**src/rtl/jrq_ctrl.sv**
```systemverilog
module jrq_ctrl #(
  parameter int AW          = 32,
  parameter int MAX_RING    = 16,
  parameter int EXEC_CYCLES = 3,
  parameter int RST_CYCLES  = 4
) (
  input  logic          clk,
  input  logic          rst_n,
  input  logic          reg_wr,
  input  logic [3:0]    reg_addr,
  input  logic [31:0]   reg_wdata,
  output logic [31:0]   reg_rdata,
  output logic          mem_req,
  output logic          mem_we,
  output logic [AW-1:0] mem_addr,
  output logic [31:0]   mem_wdata,
  input  logic          mem_ack,
  input  logic [31:0]   mem_rdata,
  output logic          irq
);
  localparam int CW = $clog2(MAX_RING + 1);
  localparam int EW = $clog2(EXEC_CYCLES + 1);
  localparam int RW = $clog2(RST_CYCLES + 1);
  localparam logic [EW-1:0] EXEC_LAST = EW'(EXEC_CYCLES - 1);
  localparam logic [RW-1:0] RST_LAST  = RW'(RST_CYCLES - 1);
  localparam logic [1:0] H_NONE = 2'd0, H_PROG = 2'd1, H_DONE = 2'd2;

  typedef enum logic [2:0] {S_IDLE, S_FETCH, S_EXEC, S_WADDR, S_WSTAT} st_t;

  logic [AW-1:0] in_base, out_base;
  logic [CW-1:0] in_size, out_size;
  logic          mask;
  logic [7:0]    thr;
  logic [15:0]   tout;
  logic [31:0]   job_stat;

  st_t           st;
  logic [CW-1:0] in_rd, out_wr, pending, out_used;
  logic [31:0]   desc, stat_lat;
  logic [EW-1:0] ecnt;
  logic [1:0]    halt;
  logic          rst_busy;
  logic [RW-1:0] rcnt;
  logic          done_bit, armed;
  logic [7:0]    cnt;
  logic [15:0]   tmr;

  wire [CW-1:0] wr_n      = reg_wdata[CW-1:0];
  wire          idle      = (st == S_IDLE);
  wire          cmd_wr    = reg_wr && reg_addr == 4'd10 && reg_wdata[0] && !rst_busy;
  wire          flush_go  = cmd_wr && halt == H_NONE;
  wire          rst_go    = cmd_wr && halt == H_DONE;
  wire          rst_done  = rst_busy && rcnt == RST_LAST;
  wire          wr_add    = reg_wr && reg_addr == 4'd5 && halt == H_NONE && !rst_busy;
  wire          wr_rmv    = reg_wr && reg_addr == 4'd7;
  wire          w1c       = reg_wr && reg_addr == 4'd8 && reg_wdata[0];
  wire          start     = idle && halt == H_NONE && !rst_busy && !flush_go &&
                            pending != '0 && out_used < out_size;
  wire          done_evt  = (st == S_WSTAT) && mem_ack;
  wire [7:0]    thr_eff   = (thr == 8'd0) ? 8'd1 : thr;
  wire          hit_cnt   = done_evt && ({1'b0, cnt} + 9'd1 >= {1'b0, thr_eff});
  wire          hit_tmr   = armed && !done_evt && tmr == tout;

  logic [CW:0] used_inc, used_nxt;
  always_comb begin
    used_inc = {1'b0, out_used} + {{CW{1'b0}}, done_evt};
    used_nxt = used_inc;
    if (wr_rmv) used_nxt = (used_inc > {1'b0, wr_n}) ? used_inc - {1'b0, wr_n} : '0;
  end

  assign mem_req   = (st == S_FETCH) || (st == S_WADDR) || (st == S_WSTAT);
  assign mem_we    = (st == S_WADDR) || (st == S_WSTAT);
  assign mem_addr  = (st == S_FETCH) ? in_base + AW'({in_rd, 2'b00})
                   : out_base + AW'({out_wr, 3'b000}) + ((st == S_WSTAT) ? AW'(4) : AW'(0));
  assign mem_wdata = (st == S_WSTAT) ? stat_lat : desc;
  assign irq       = done_bit && !mask;

  always_comb begin
    reg_rdata = '0;
    case (reg_addr)
      4'd0:  reg_rdata = 32'(in_base);
      4'd1:  reg_rdata = 32'(in_size);
      4'd2:  reg_rdata = 32'(out_base);
      4'd3:  reg_rdata = 32'(out_size);
      4'd4:  reg_rdata = 32'(in_size - pending);
      4'd6:  reg_rdata = 32'(out_used);
      4'd8:  reg_rdata = {28'd0, halt, 1'b0, done_bit};
      4'd9:  reg_rdata = {tout, thr, 7'd0, mask};
      4'd10: reg_rdata = {31'd0, rst_busy};
      4'd11: reg_rdata = job_stat;
      default: reg_rdata = '0;
    endcase
  end

  always_ff @(posedge clk or negedge rst_n) begin
    if (!rst_n) begin
      in_base <= '0; out_base <= '0; in_size <= CW'(1); out_size <= CW'(1);
      mask <= 1'b0; thr <= 8'd1; tout <= '0; job_stat <= '0;
    end else if (reg_wr) begin
      case (reg_addr)
        4'd0:  in_base  <= reg_wdata[AW-1:0];
        4'd1:  in_size  <= wr_n;
        4'd2:  out_base <= reg_wdata[AW-1:0];
        4'd3:  out_size <= wr_n;
        4'd9:  begin mask <= reg_wdata[0]; thr <= reg_wdata[15:8]; tout <= reg_wdata[31:16]; end
        4'd11: job_stat <= reg_wdata;
        default: ;
      endcase
    end
  end

  always_ff @(posedge clk or negedge rst_n) begin
    if (!rst_n) begin
      st <= S_IDLE; in_rd <= '0; out_wr <= '0; pending <= '0; out_used <= '0;
      desc <= '0; stat_lat <= '0; ecnt <= '0;
    end else if (rst_done) begin
      in_rd <= '0; out_wr <= '0; pending <= '0; out_used <= '0;
    end else begin
      if (flush_go) pending <= '0;
      else          pending <= pending + (wr_add ? wr_n : '0) - (start ? CW'(1) : '0);
      out_used <= used_nxt[CW-1:0];
      case (st)
        S_IDLE:  if (start) st <= S_FETCH;
        S_FETCH: if (mem_ack) begin
          desc  <= mem_rdata;
          in_rd <= (in_rd + CW'(1) >= in_size) ? '0 : in_rd + CW'(1);
          ecnt  <= '0;
          st    <= S_EXEC;
        end
        S_EXEC: begin
          ecnt <= ecnt + EW'(1);
          if (ecnt == EXEC_LAST) begin stat_lat <= job_stat; st <= S_WADDR; end
        end
        S_WADDR: if (mem_ack) st <= S_WSTAT;
        S_WSTAT: if (mem_ack) begin
          out_wr <= (out_wr + CW'(1) >= out_size) ? '0 : out_wr + CW'(1);
          st     <= S_IDLE;
        end
        default: st <= S_IDLE;
      endcase
    end
  end

  always_ff @(posedge clk or negedge rst_n) begin
    if (!rst_n) begin
      halt <= H_NONE; rst_busy <= 1'b0; rcnt <= '0;
    end else begin
      if (rst_done)                     halt <= H_NONE;
      else if (flush_go)                halt <= idle ? H_DONE : H_PROG;
      else if (halt == H_PROG && idle)  halt <= H_DONE;
      if (rst_go) begin
        rst_busy <= 1'b1; rcnt <= '0;
      end else if (rst_busy) begin
        if (rst_done) rst_busy <= 1'b0;
        else          rcnt <= rcnt + RW'(1);
      end
    end
  end

  always_ff @(posedge clk or negedge rst_n) begin
    if (!rst_n) begin
      done_bit <= 1'b0; cnt <= '0; tmr <= '0; armed <= 1'b0;
    end else if (rst_done) begin
      done_bit <= 1'b0; cnt <= '0; armed <= 1'b0;
    end else begin
      if (hit_cnt || hit_tmr) done_bit <= 1'b1;
      else if (w1c)           done_bit <= 1'b0;
      if (done_evt) begin
        cnt   <= hit_cnt ? 8'd0 : cnt + 8'd1;
        armed <= !hit_cnt && tout != 16'd0;
        tmr   <= 16'd1;
      end else if (hit_tmr) begin
        cnt   <= 8'd0;
        armed <= 1'b0;
      end else if (armed) begin
        tmr <= tmr + 16'd1;
      end
    end
  end

  p_done_has_room_r4: assert property (@(posedge clk) disable iff (!rst_n)
    (st == S_WSTAT && mem_ack) |-> out_used < out_size);
  p_no_start_full_r5: assert property (@(posedge clk) disable iff (!rst_n)
    (st == S_IDLE && out_used >= out_size) |=> st == S_IDLE);
  p_halt_blocks_r6: assert property (@(posedge clk) disable iff (!rst_n)
    (halt != H_NONE && st == S_IDLE) |=> st == S_IDLE);
  p_reset_clears_r7: assert property (@(posedge clk) disable iff (!rst_n)
    $fell(rst_busy) |-> (pending == '0 && out_used == '0 && halt == H_NONE && !done_bit));
  p_single_thr_r8: assert property (@(posedge clk) disable iff (!rst_n)
    (st == S_WSTAT && mem_ack && thr <= 8'd1) |=> done_bit);
endmodule

```
**config.mk**
```make
export PLATFORM = sky130hd
export DESIGN_NAME = jrq_ctrl
export DESIGN_NICKNAME = d
export VERILOG_FILES = /design/src/rtl/jrq_ctrl.sv
export SDC_FILE = /design/constraint.sdc
export NUM_CORES = 1
export LEC_CHECK = 0
export BUFFER_PORTS_ARGS = -buffer_cell sky130_fd_sc_hd__buf_2
export CAP_MARGIN = 0
export CORE_MARGIN = 3
export CORE_UTILIZATION = 45
export CTS_CLUSTER_DIAMETER = 200
export DETAILED_ROUTE_END_ITERATION = 6
export SETUP_SLACK_MARGIN = 0.15
export SLEW_MARGIN = 5
export SYNTH_ARGS = -nofsm -noshare
export SYNTH_HDL_FRONTEND = slang
export SYNTH_SLANG_ARGS = --single-unit
```
**constraint.sdc**
```tcl
create_clock -name clk -period 5.7 [get_ports clk]
set_clock_uncertainty 0.1 [all_clocks]
set_input_delay 0 -clock clk [delete_from_list [all_inputs] [get_ports clk]]
set_output_delay 0 -clock clk [all_outputs]
set_load 0.05 [all_outputs]
```
==> results.sh, run 1 <==
export IMPL_grt_max_degree=137
export IMPL_power_frac_comb_pct=40.4
export IMPL_synth_nets=1515
export IMPL_hp_class="in -> async"
export IMPL_crit_cells=12
export IMPL_ys_top_cells_by_area="dfrtp_1 (43%), mux2_2 (16%), ha_1 (5.1%), xnor2_1 (3.8%), nand2_1 (2.9%)"
export IMPL_viasPerCell=5.66
export IMPL_sw_frac_of_total_pct=41.7
export IMPL_path_max_fanout=35
export IMPL_end_kind="output port"
export IMPL_cts_tree="done"
export IMPL_ir_worst_vdd_mv=0.436
export IMPL_reg2reg_depth=12
export IMPL_fillerInstances=2791
export IMPL_gp_congestion=0.943
export IMPL_syn_area_um2=14600
export IMPL_ios=171
export IMPL_p_sw_uw=3330
export IMPL_grt_pass1_wl_um=67800
export IMPL_synth_top_cell_by_area="dfrtp_1"
export IMPL_period_minus_slack_ps=4330
export IMPL_overflow=0
export IMPL_worst_pin_slew_ps=1030
export IMPL_worstPathArrival_ps=4230
export IMPL_whs_ps=9.40
export IMPL_io_buffers=170
export IMPL_ys_seq_elements=252
export IMPL_synthFlopType="dfrtp_1"
export IMPL_critPathKind="reg -> out"
export IMPL_pwr_share_seq_pct=36.4
export IMPL_clockPowerShare_pct=23.2
export IMPL_synth_top_area_share_pct=42.6
export IMPL_initial_core_util_pct=46.0
export IMPL_drt_initial_drc_count=898
export IMPL_die_y_um=186
export IMPL_vias=11700
export IMPL_rsz0062_at_grt="false"
export IMPL_drive_above_1_share_pct=29.6
export IMPL_path_clk_slew_ps=60
export IMPL_p_per_area_nw_per_um2=454
export IMPL_drt_wirelength_per_cell_um=21.0
export IMPL_max_clock_path_buffers=3
export IMPL_routed_wl_um=43300
export IMPL_cts_root_buf="clkbuf_16"
export IMPL_leakagePower_uw=0.00806
export IMPL_slowest_delay_ps=550
export IMPL_synthesis_instances=1378
export IMPL_layout_nets=1738
export IMPL_cp_cell_sequence="nor3b_4, buf_4, ha_1, inv_1, fa_1, nand2b_1, a21oi_1, o21ai_1, a211oi_1, xnor2_1, mux2i_1, buf_2"
export IMPL_area_delta_synth_final_pct=20.2
export IMPL_clock_sinks=252
export IMPL_drv_cap=0
export IMPL_synthTopCellsByCount="dfrtp_1 (249), mux2_2 (212), nand2_1 (113), inv_1 (66), xnor2_1 (64)"
export IMPL_setup_viol_count_final=0
export IMPL_die_x_um=186
export IMPL_ant_nets=0
export IMPL_multi_input_area_um2=7850
export IMPL_firstDrtPassIters=5
export IMPL_yosysSeqAreaShare_pct=43.1
export IMPL_synth_most_common_cell="dfrtp_1"
export IMPL_yosysWarnings=0
export IMPL_htree_num_levels=1
export IMPL_fin_setup_tns_ps=0
export IMPL_placementRows=65
export IMPL_postSynthAreaPerCell_um2=10.6
export IMPL_crit_path_start_kind="register"
export IMPL_worstPathRequired_ps=5600
export IMPL_slew_headroom_pct=30.2
export IMPL_cp_slowest_cell="dfrtp_1"
export IMPL_status="finished clean"
export IMPL_p_int_uw=4660
export IMPL_cts_buffers=29
export IMPL_min_period_over_period_pct=76.0
export IMPL_grtUsageTotal_pct=24.4
export IMPL_final_core_util_pct=55.3
export IMPL_seq_area_um2=6310
export IMPL_hold_viol=0
export IMPL_fmax_mhz=231
export IMPL_slew_violations=0
export IMPL_dp_hpwl_um=30200
export IMPL_path_buf_inv=3
export IMPL_synth_async_sr_flop_share_pct=100
export IMPL_grt_pass1_vias=11900
export IMPL_critical_path_top_delay_family="compound AO/OA/AOI/OAI gates"
export IMPL_synth_edf_count=0
export IMPL_core_um2=31800
export IMPL_drc_errors=0
export IMPL_post_synth_num_cell_types=69
export IMPL_antenna_found_initial=1
export IMPL_dieArea_um2=34700
export IMPL_clk_insertion_delay_late_ps=550
==> flip-flops by register name, indices dropped and copies added, names as in the netlist, 8 cells and up <==
register  flops
cnt           8
job_stat     32
in_base      32
thr           8
out_base     32
tmr          16
tout         16
stat_lat     32
desc         32
==> cell type report <==
cell class	count	share of cell area (%)
multi-input combinational	998	44.6
timing repair buffer	254	9.57
clock buffer	41	4.66
clock inverter	13	0.739
sequential	252	35.9
inverter	66	1.41
tap	435	3.09
antenna	3	0.0427
==> layer usage <==
layer	track usage, %	up-vias	share of wire (%)
li1	-	5450	-
met1	34.4	5783	46
met2	38.7	361	46
met3	4.15	79	5.8
met4	7.39	0	3.1
met5	0	-	0
==> power by group through the flow <==
| stage | registers, uW | logic, uW | clock network, uW |
|---|---|---|---|
| global route | 2970 | 3510 | 1980 |
| floorplan | 2650 | 2610 | 0 |
| detailed placement | 2920 | 3190 | 0 |
| finish | 2900 | 3230 | 1860 |
| CTS | 2890 | 3250 | 1900 |
| global placement | 2900 | 3150 | 0 |
==> placed cells by master, fill, tap and decap left out, types with 5 or more instances in the layout <==
cell	instances
fa_1	5
clkbuf_16	29
nor3_1	20
nand4_1	30
and2_1	6
o22ai_1	6
nand2b_1	19
nand2_1	113
or2_2	8
nor2b_1	13
a22o_1	8
inv_1	66
nand3_1	61
a21o_1	14
buf_2	169
clkbuf_1	7
a31oi_1	8
xor2_1	25
a31o_2	5
nor2_1	50
nor4_1	10
dfrtp_1	249
ha_1	60
mux2_2	212
a211oi_1	9
and3_1	12
dlygate4sd3_1	72
clkinv_2	6
buf_4	11
mux2i_1	29
a41o_1	5
a21oi_1	37
o21ai_0	52
clkbuf_8	5
xnor2_1	64
a22oi_1	55
==> metrics by stage <==
stage / area (um2) / setup WS (ps) / power (uW) / cells
after global routing: 17600 / 1130 / 8470 / 2059
after global placement: 15900 / 2150 / 6050 / 1933
after CTS: 17600 / 1400 / 8040 / 2059
final: 17600 / 1370 / 7990 / 2062
after detailed placement: 15900 / 2010 / 6120 / 1933
after floorplan: 14600 / 1710 / 5250 / 1378
==> path summary, 6_finish.rpt <==
| check | start | to | slack [ps] |
|---|---|---|---|
| worst max register to register | st[1]$_DFFE_PN0P_ | out_used[3]$_DFF_PN0_ | 2150 |
| worst max-delay path | st[2]$_DFFE_PN0P_ | mem_addr[24] | 1370 |
| min in group clk | mem_rdata[2] | desc[2]$_DFFE_PN0P_ | 110 |
| worst min-delay path | rst_n | out_base[25]$_DFFE_PN0P_ | 9 |
| max in group asynchronous | rst_n | in_base[5]$_DFFE_PN0P_ | 4260 |
| worst min register to register | desc[26]$_DFFE_PN0P_ | desc[26]$_DFFE_PN0P_ | 400 |
==> cell families after synthesis <==
kind of cell	synth area share, %
flip-flops	43.1
multiplexers	18.3
adder cells (fa/ha/maj)	5.81
AND/OR/NAND/NOR	13.4
AO/OA/AOI/OAI	10.6
buffers and inverters	3.50
XOR/XNOR	5.33
==> timing repair <==
action / 4_1_cts / 5_1_grt
endpoints found under the setup margin: 0 / 0
buffers inserted: 0 / 0
hold buffers: 72 / 0
resized for setup: 0 / 0
hold endpoints to repair: 297 / 0
No activity file was read; power rests on OpenSTA's default activity.
==> inputs of run 2 (changes only) <==
clock period = 4.09 ns   (was 5.7 ns; I/O delays follow)
==> run 2 against run 1 <==
The run now ends with hold timing left. Non-clock buffer count rose by 1. Routed wire length rose by 1.1%. Combinational power rose by 40%. Final cell count fell by 0.15%. Core utilization fell by 0.18 points. Setup slack got worse by 1000 ps. Critical path type unchanged. Largest cell class unchanged.
==> results.sh, run 2 (same netlist as run 1, synthesis figures left out) <==
export IMPL_status="finished with violations"
export IMPL_violations="hold timing"
export IMPL_clk_insertion_delay_late_ps=550
export IMPL_routed_wl_um=43800
export IMPL_layout_nets=1738
export IMPL_min_period_over_period_pct=91.2
export IMPL_layoutNonFillerInstCount=2059
export IMPL_ir_worst_vdd_mv=0.626
export IMPL_multi_input_area_um2=7860
export IMPL_vias=11600
export IMPL_grt_pass1_wl_um=69600
export IMPL_drc_errors=0
export IMPL_core_um2=31800
export IMPL_dp_hpwl_um=30800
export IMPL_die_y_um=186
export IMPL_crit_path_start_kind="register"
export IMPL_max_clock_path_buffers=3
export IMPL_layout_commonest_cell="dfrtp_1"
export IMPL_slew_headroom_pct=31.9
export IMPL_die_x_um=186
export IMPL_drt_initial_drc_count=759
export IMPL_grtUsageTotal_pct=25.0
export IMPL_path_max_fanout=13
export IMPL_cts_buffers=28
export IMPL_final_cell_mix="dfrtp_1 (249), mux2_2 (212), buf_2 (169)"
export IMPL_antenna_found_initial=2
export IMPL_critPathKind="reg -> out"
export IMPL_ant_nets=0
export IMPL_placementRows=65
export IMPL_worstPathArrival_ps=3630
export IMPL_rsz0062_at_grt="false"
export IMPL_fin_setup_tns_ps=0
export IMPL_leakagePower_uw=0.00804
export IMPL_setup_viol_count_final=0
export IMPL_hold_viol=1
export IMPL_end_kind="output port"
export IMPL_dieArea_um2=34700
export IMPL_seq_area_um2=6310
export IMPL_fmax_mhz=268
export IMPL_path_clk_slew_ps=60
export IMPL_ios=171
export IMPL_worst_pin_slew_ps=1010
export IMPL_area_delta_synth_final_pct=19.9
export IMPL_worstPathRequired_ps=3990
export IMPL_period_minus_slack_ps=3730
export IMPL_cts_root_buf="clkbuf_16"
export IMPL_drt_wirelength_per_cell_um=21.3
export IMPL_overflow=0
export IMPL_place_area_um2=16000
export IMPL_drv_cap=0
export IMPL_hp_class="in -> async"
export IMPL_grt_max_degree=107
export IMPL_initial_core_util_pct=46.0
export IMPL_io_buffers=170
export IMPL_fillerInstances=2825
export IMPL_htree_num_levels=1
export IMPL_viasPerCell=5.66
export IMPL_p_per_area_nw_per_um2=631
export IMPL_cts_tree="done"
export IMPL_grt_pass1_vias=12000
export IMPL_gp_congestion=0.933
export IMPL_final_area_um2=17500
export IMPL_firstDrtPassIters=7
export IMPL_slew_violations=0
export IMPL_dp_cells=1939
export IMPL_drive_above_1_share_pct=29.8
export IMPL_clock_sinks=252
export IMPL_whs_ps=-11.4
run 2: final cells by class:
cell class | count | area share (%)
clock inverters | 12 | 0.549
inverters | 66 | 1.41
multi-input cells | 998 | 44.8
flip-flops and latches | 252 | 36.0
clock buffers | 39 | 4.58
diodes | 2 | 0.0285
well taps | 435 | 3.10
repair buffers | 255 | 9.57
run 2: final timing paths:
| path | from | endpoint | slack (ps) | depth (start not counted) |
|---|---|---|---|---|
| worst max-delay path | st[0]$_DFFE_PN0P_ | mem_addr[18] | 360 | 11 |
| worst min-delay path | rst_n | out_base[25]$_DFFE_PN0P_ | -10 | 2 |
| worst max register to register | st[0]$_DFFE_PN0P_ | out_used[1]$_DFF_PN0_ | 520 | 12 |
| worst min register to register | desc[10]$_DFFE_PN0P_ | desc[10]$_DFFE_PN0P_ | 400 | 1 |
| max in group asynchronous | rst_n | out_base[17]$_DFFE_PN0P_ | 2760 | 3 |
| min in group clk | mem_rdata[6] | desc[6]$_DFFE_PN0P_ | 120 | 3 |
run 2: timing repair:
action,CTS,global route
endpoints found under the setup margin,0,3
setup buffers,0,0
endpoints found under the hold margin,278,0
resized for setup,0,1
hold buffers,67,0
run 2: per-stage QoR:
step | setup slack, ps | total power, uW | utilization [%]
final | 359 | 11100 | 55.2
after global routing | 181 | 11700 | 55.1
after CTS | 282 | 11100 | 55.1
after detailed placement | 503 | 8540 | 50.2
after global placement | 678 | 8460 | 50.2
after floorplan | 195 | 7320 | -
run 2: report_power, final:
| group | switching, uW | total, uW | internal, uW |
|---|---|---|---|
| Clock | 1070 | 2500 | 1430 |
| Combinational | 2780 | 4510 | 1730 |
| Sequential | 816 | 4050 | 3230 |
| Total | 4670 | 11100 | 6400 |
run 2: layer usage:
metal | up-vias | GRT usage [%] | part of all wire, %
met1 | 5752 | 35.0 | 46
met5 | - | 0 | 0.016
met3 | 74 | 4.30 | 5.6
met4 | 2 | 7.56 | 3.1
li1 | 5450 | - | -
met2 | 370 | 40.1 | 45
run 2: worst max-delay path: stages (launching register included):
cell      delay [ps]
dfrtp_1          640
nor3b_4          100
ha_1             220
inv_1             70
fa_1             170
nand2b_1         160
a21oi_1          130
o31ai_1          810
nor2_1           110
xnor2_1          160
mux2i_1          190
buf_2            310
==> inputs of run 3 (changes only) <==
GPL_TIMING_DRIVEN = 0   (was not set)
==> run 3 against run 2 <==
Core utilization is 1.1 points higher. Via count is 2.5% higher. The flow now finishes without violations. Clock-buffer cell count increased by 8. Setup slack worse by 14 ps. Final area up 1.9%. Hold slack better by 70 ps. Final cell count up 2.3%. Critical path type unchanged.
==> results.sh, run 3 (same netlist as run 1, synthesis figures left out) <==
export IMPL_drv_cap=0
export IMPL_vias=11900
export IMPL_worstPathRequired_ps=3990
export IMPL_status="finished clean"
export IMPL_hold_viol=0
export IMPL_diodes=0
export IMPL_initial_core_util_pct=46.0
export IMPL_holdCritStartpoint="reg_wr"
export IMPL_gr_usage_met3_pct=4.53
export IMPL_core_um2=31800
export IMPL_final_area_um2=17900
export IMPL_end_kind="output port"
export IMPL_r2r_setup_slack_ps=630
export IMPL_crit_reg2reg_launch="out_used[2]$_DFF_PN0_"
export IMPL_grt_util_met2_pct=41.6
export IMPL_overflow=0
export IMPL_fillerInstances=2776
export IMPL_die_x_um=186
export IMPL_cts_root_buf="clkbuf_16"
export IMPL_drc_errors=0
export IMPL_drt_initial_drc_count=931
export IMPL_place_area_um2=16100
export IMPL_min_to="in_size[1]$_DFFE_PN0P_"
export IMPL_slew_violations=0
export IMPL_drive_above_1_share_pct=29.8
export IMPL_path_max_fanout=10
export IMPL_power_total_uw=11300
export IMPL_reg2reg_depth=17
export IMPL_p_per_area_nw_per_um2=632
export IMPL_antenna_found_initial=0
export IMPL_max_clock_path_buffers=3
export IMPL_setup_viol_count_final=0
export IMPL_whs_path_depth=3
export IMPL_dp_hpwl_um=33200
export IMPL_viasPerCell=5.66
export IMPL_cts_buffers=29
export IMPL_grt_pass1_vias=12200
export IMPL_grtUsageTotal_pct=25.8
export IMPL_clock_sinks=252
export IMPL_timing_rr_end="pending[4]$_DFF_PN0_"
export IMPL_final_core_util_pct=56.2
export IMPL_critPathKind="reg -> out"
export IMPL_firstDrtPassIters=5
export IMPL_cts_tree="done"
export IMPL_clk_insertion_delay_late_ps=550
export IMPL_grt_max_degree=106
export IMPL_dieArea_um2=34700
export IMPL_htree_num_levels=1
export IMPL_drt_wirelength_per_cell_um=21.6
export IMPL_ant_nets=0
export IMPL_layout_nets=1787
export IMPL_placementRows=65
export IMPL_grt_busiest_layer="met2"
export IMPL_layout_commonest_cell="dfrtp_1"
export IMPL_fmax_mhz=267
export IMPL_final_cell_mix="dfrtp_1 (249), mux2_2 (212), buf_2 (181)"
export IMPL_slew_headroom_pct=33.6
export IMPL_die_y_um=186
export IMPL_min_period_over_period_pct=91.6
export IMPL_grt_pass1_wl_um=70800
export IMPL_leakagePower_uw=0.00820
export IMPL_ios=171
export IMPL_crit_path_start_kind="register"
export IMPL_path_clk_slew_ps=60
export IMPL_area_delta_synth_final_pct=22.2
export IMPL_rsz0062_at_grt="true"
export IMPL_io_buffers=168
export IMPL_crit_path_start="st[0]$_DFFE_PN0P_"
export IMPL_gp_congestion=0.901
export IMPL_period_minus_slack_ps=3750
export IMPL_hp_class="in -> reg"
export IMPL_worstPathArrival_ps=3650
export IMPL_ir_worst_vdd_mv=0.719
export IMPL_met1_usage_pct=35.4
export IMPL_worst_pin_slew_ps=996
export IMPL_routed_wl_um=45500
[run 3: cell types whose count changed in the layout (fill, tap and decap cells not counted), sizes merged]
cell | previous run | this run
inv | 66 | 67
diode | 2 | 0
clkbuf | 39 | 89
dlygate4sd3 | 67 | 69
clkinvlp | 3 | 1
bufinv | 1 | 2
buf | 188 | 192
clkinv | 8 | 2
[run 3: final cells by class]
type	count	area [um2]	share of cell area (%)
clock buffers	47	903	5.05
well taps	435	544	3.04
plain buffers	62	277	1.55
flip-flops and latches	252	6310	35.3
multi-input cells	998	7870	44.0
inverters	66	248	1.39
repair buffers	241	1640	9.20
clock inverters	6	86.3	0.483
[run 3: what timing repair did]
item	4_1_cts	5_1_grt
gates cloned	0	0
endpoints found under the setup margin	25	23
buffers inserted	1	0
gates resized for setup	8	22
endpoints found under the hold margin	429	0
hold buffers	70	0
pin swaps	1	1
[run 3: per-layer routing]
metal	wire length (um)	up-vias
met3	2910	95
met1	20100	5897
met4	1700	0
met2	20800	403
li1	-	5540
met5	0	-
[run 3: worst max-delay path by stage]
stage	to	slack [ps]
after global placement	desc[6]$_DFFE_PN0P_	-1910
after floorplan	mem_addr[8]	190
final	mem_addr[8]	340
after detailed placement	mem_addr[8]	-130
after CTS	mem_addr[24]	150
after global routing	mem_addr[24]	110
[run 3: through the flow]
step,worst slack (ps),hold WS [ps],TNS (ps),instances
after CTS,152,26.6,0,2107
final,345,58.1,0,2107
after floorplan,195,-396,0,1378
after detailed placement,-129,-90.5,-524,1983
after global routing,111,110,0,2107
after global placement,-1910,132,-469720,1981
[run 3: worst max-delay path: stages, from the launching register on]
cell and delay [ps]:
dfrtp_1 410, clkbuf_2 210, nor3b_4 230, buf_6 180, ha_1 180, inv_1 60
fa_1 370, nand2b_2 240, a21oi_4 240, o21ai_4 150, nand2_1 120, xnor2_1 70
o21ai_0 360, buf_4 280
[run 3: where the power goes]
group	internal, uW	leakage, uW	switching [uW]
logic	1770	0.00456	2890
clock network	1620	0.000485	1050
registers	3240	0.00315	737
total	6630	0.00820	4670
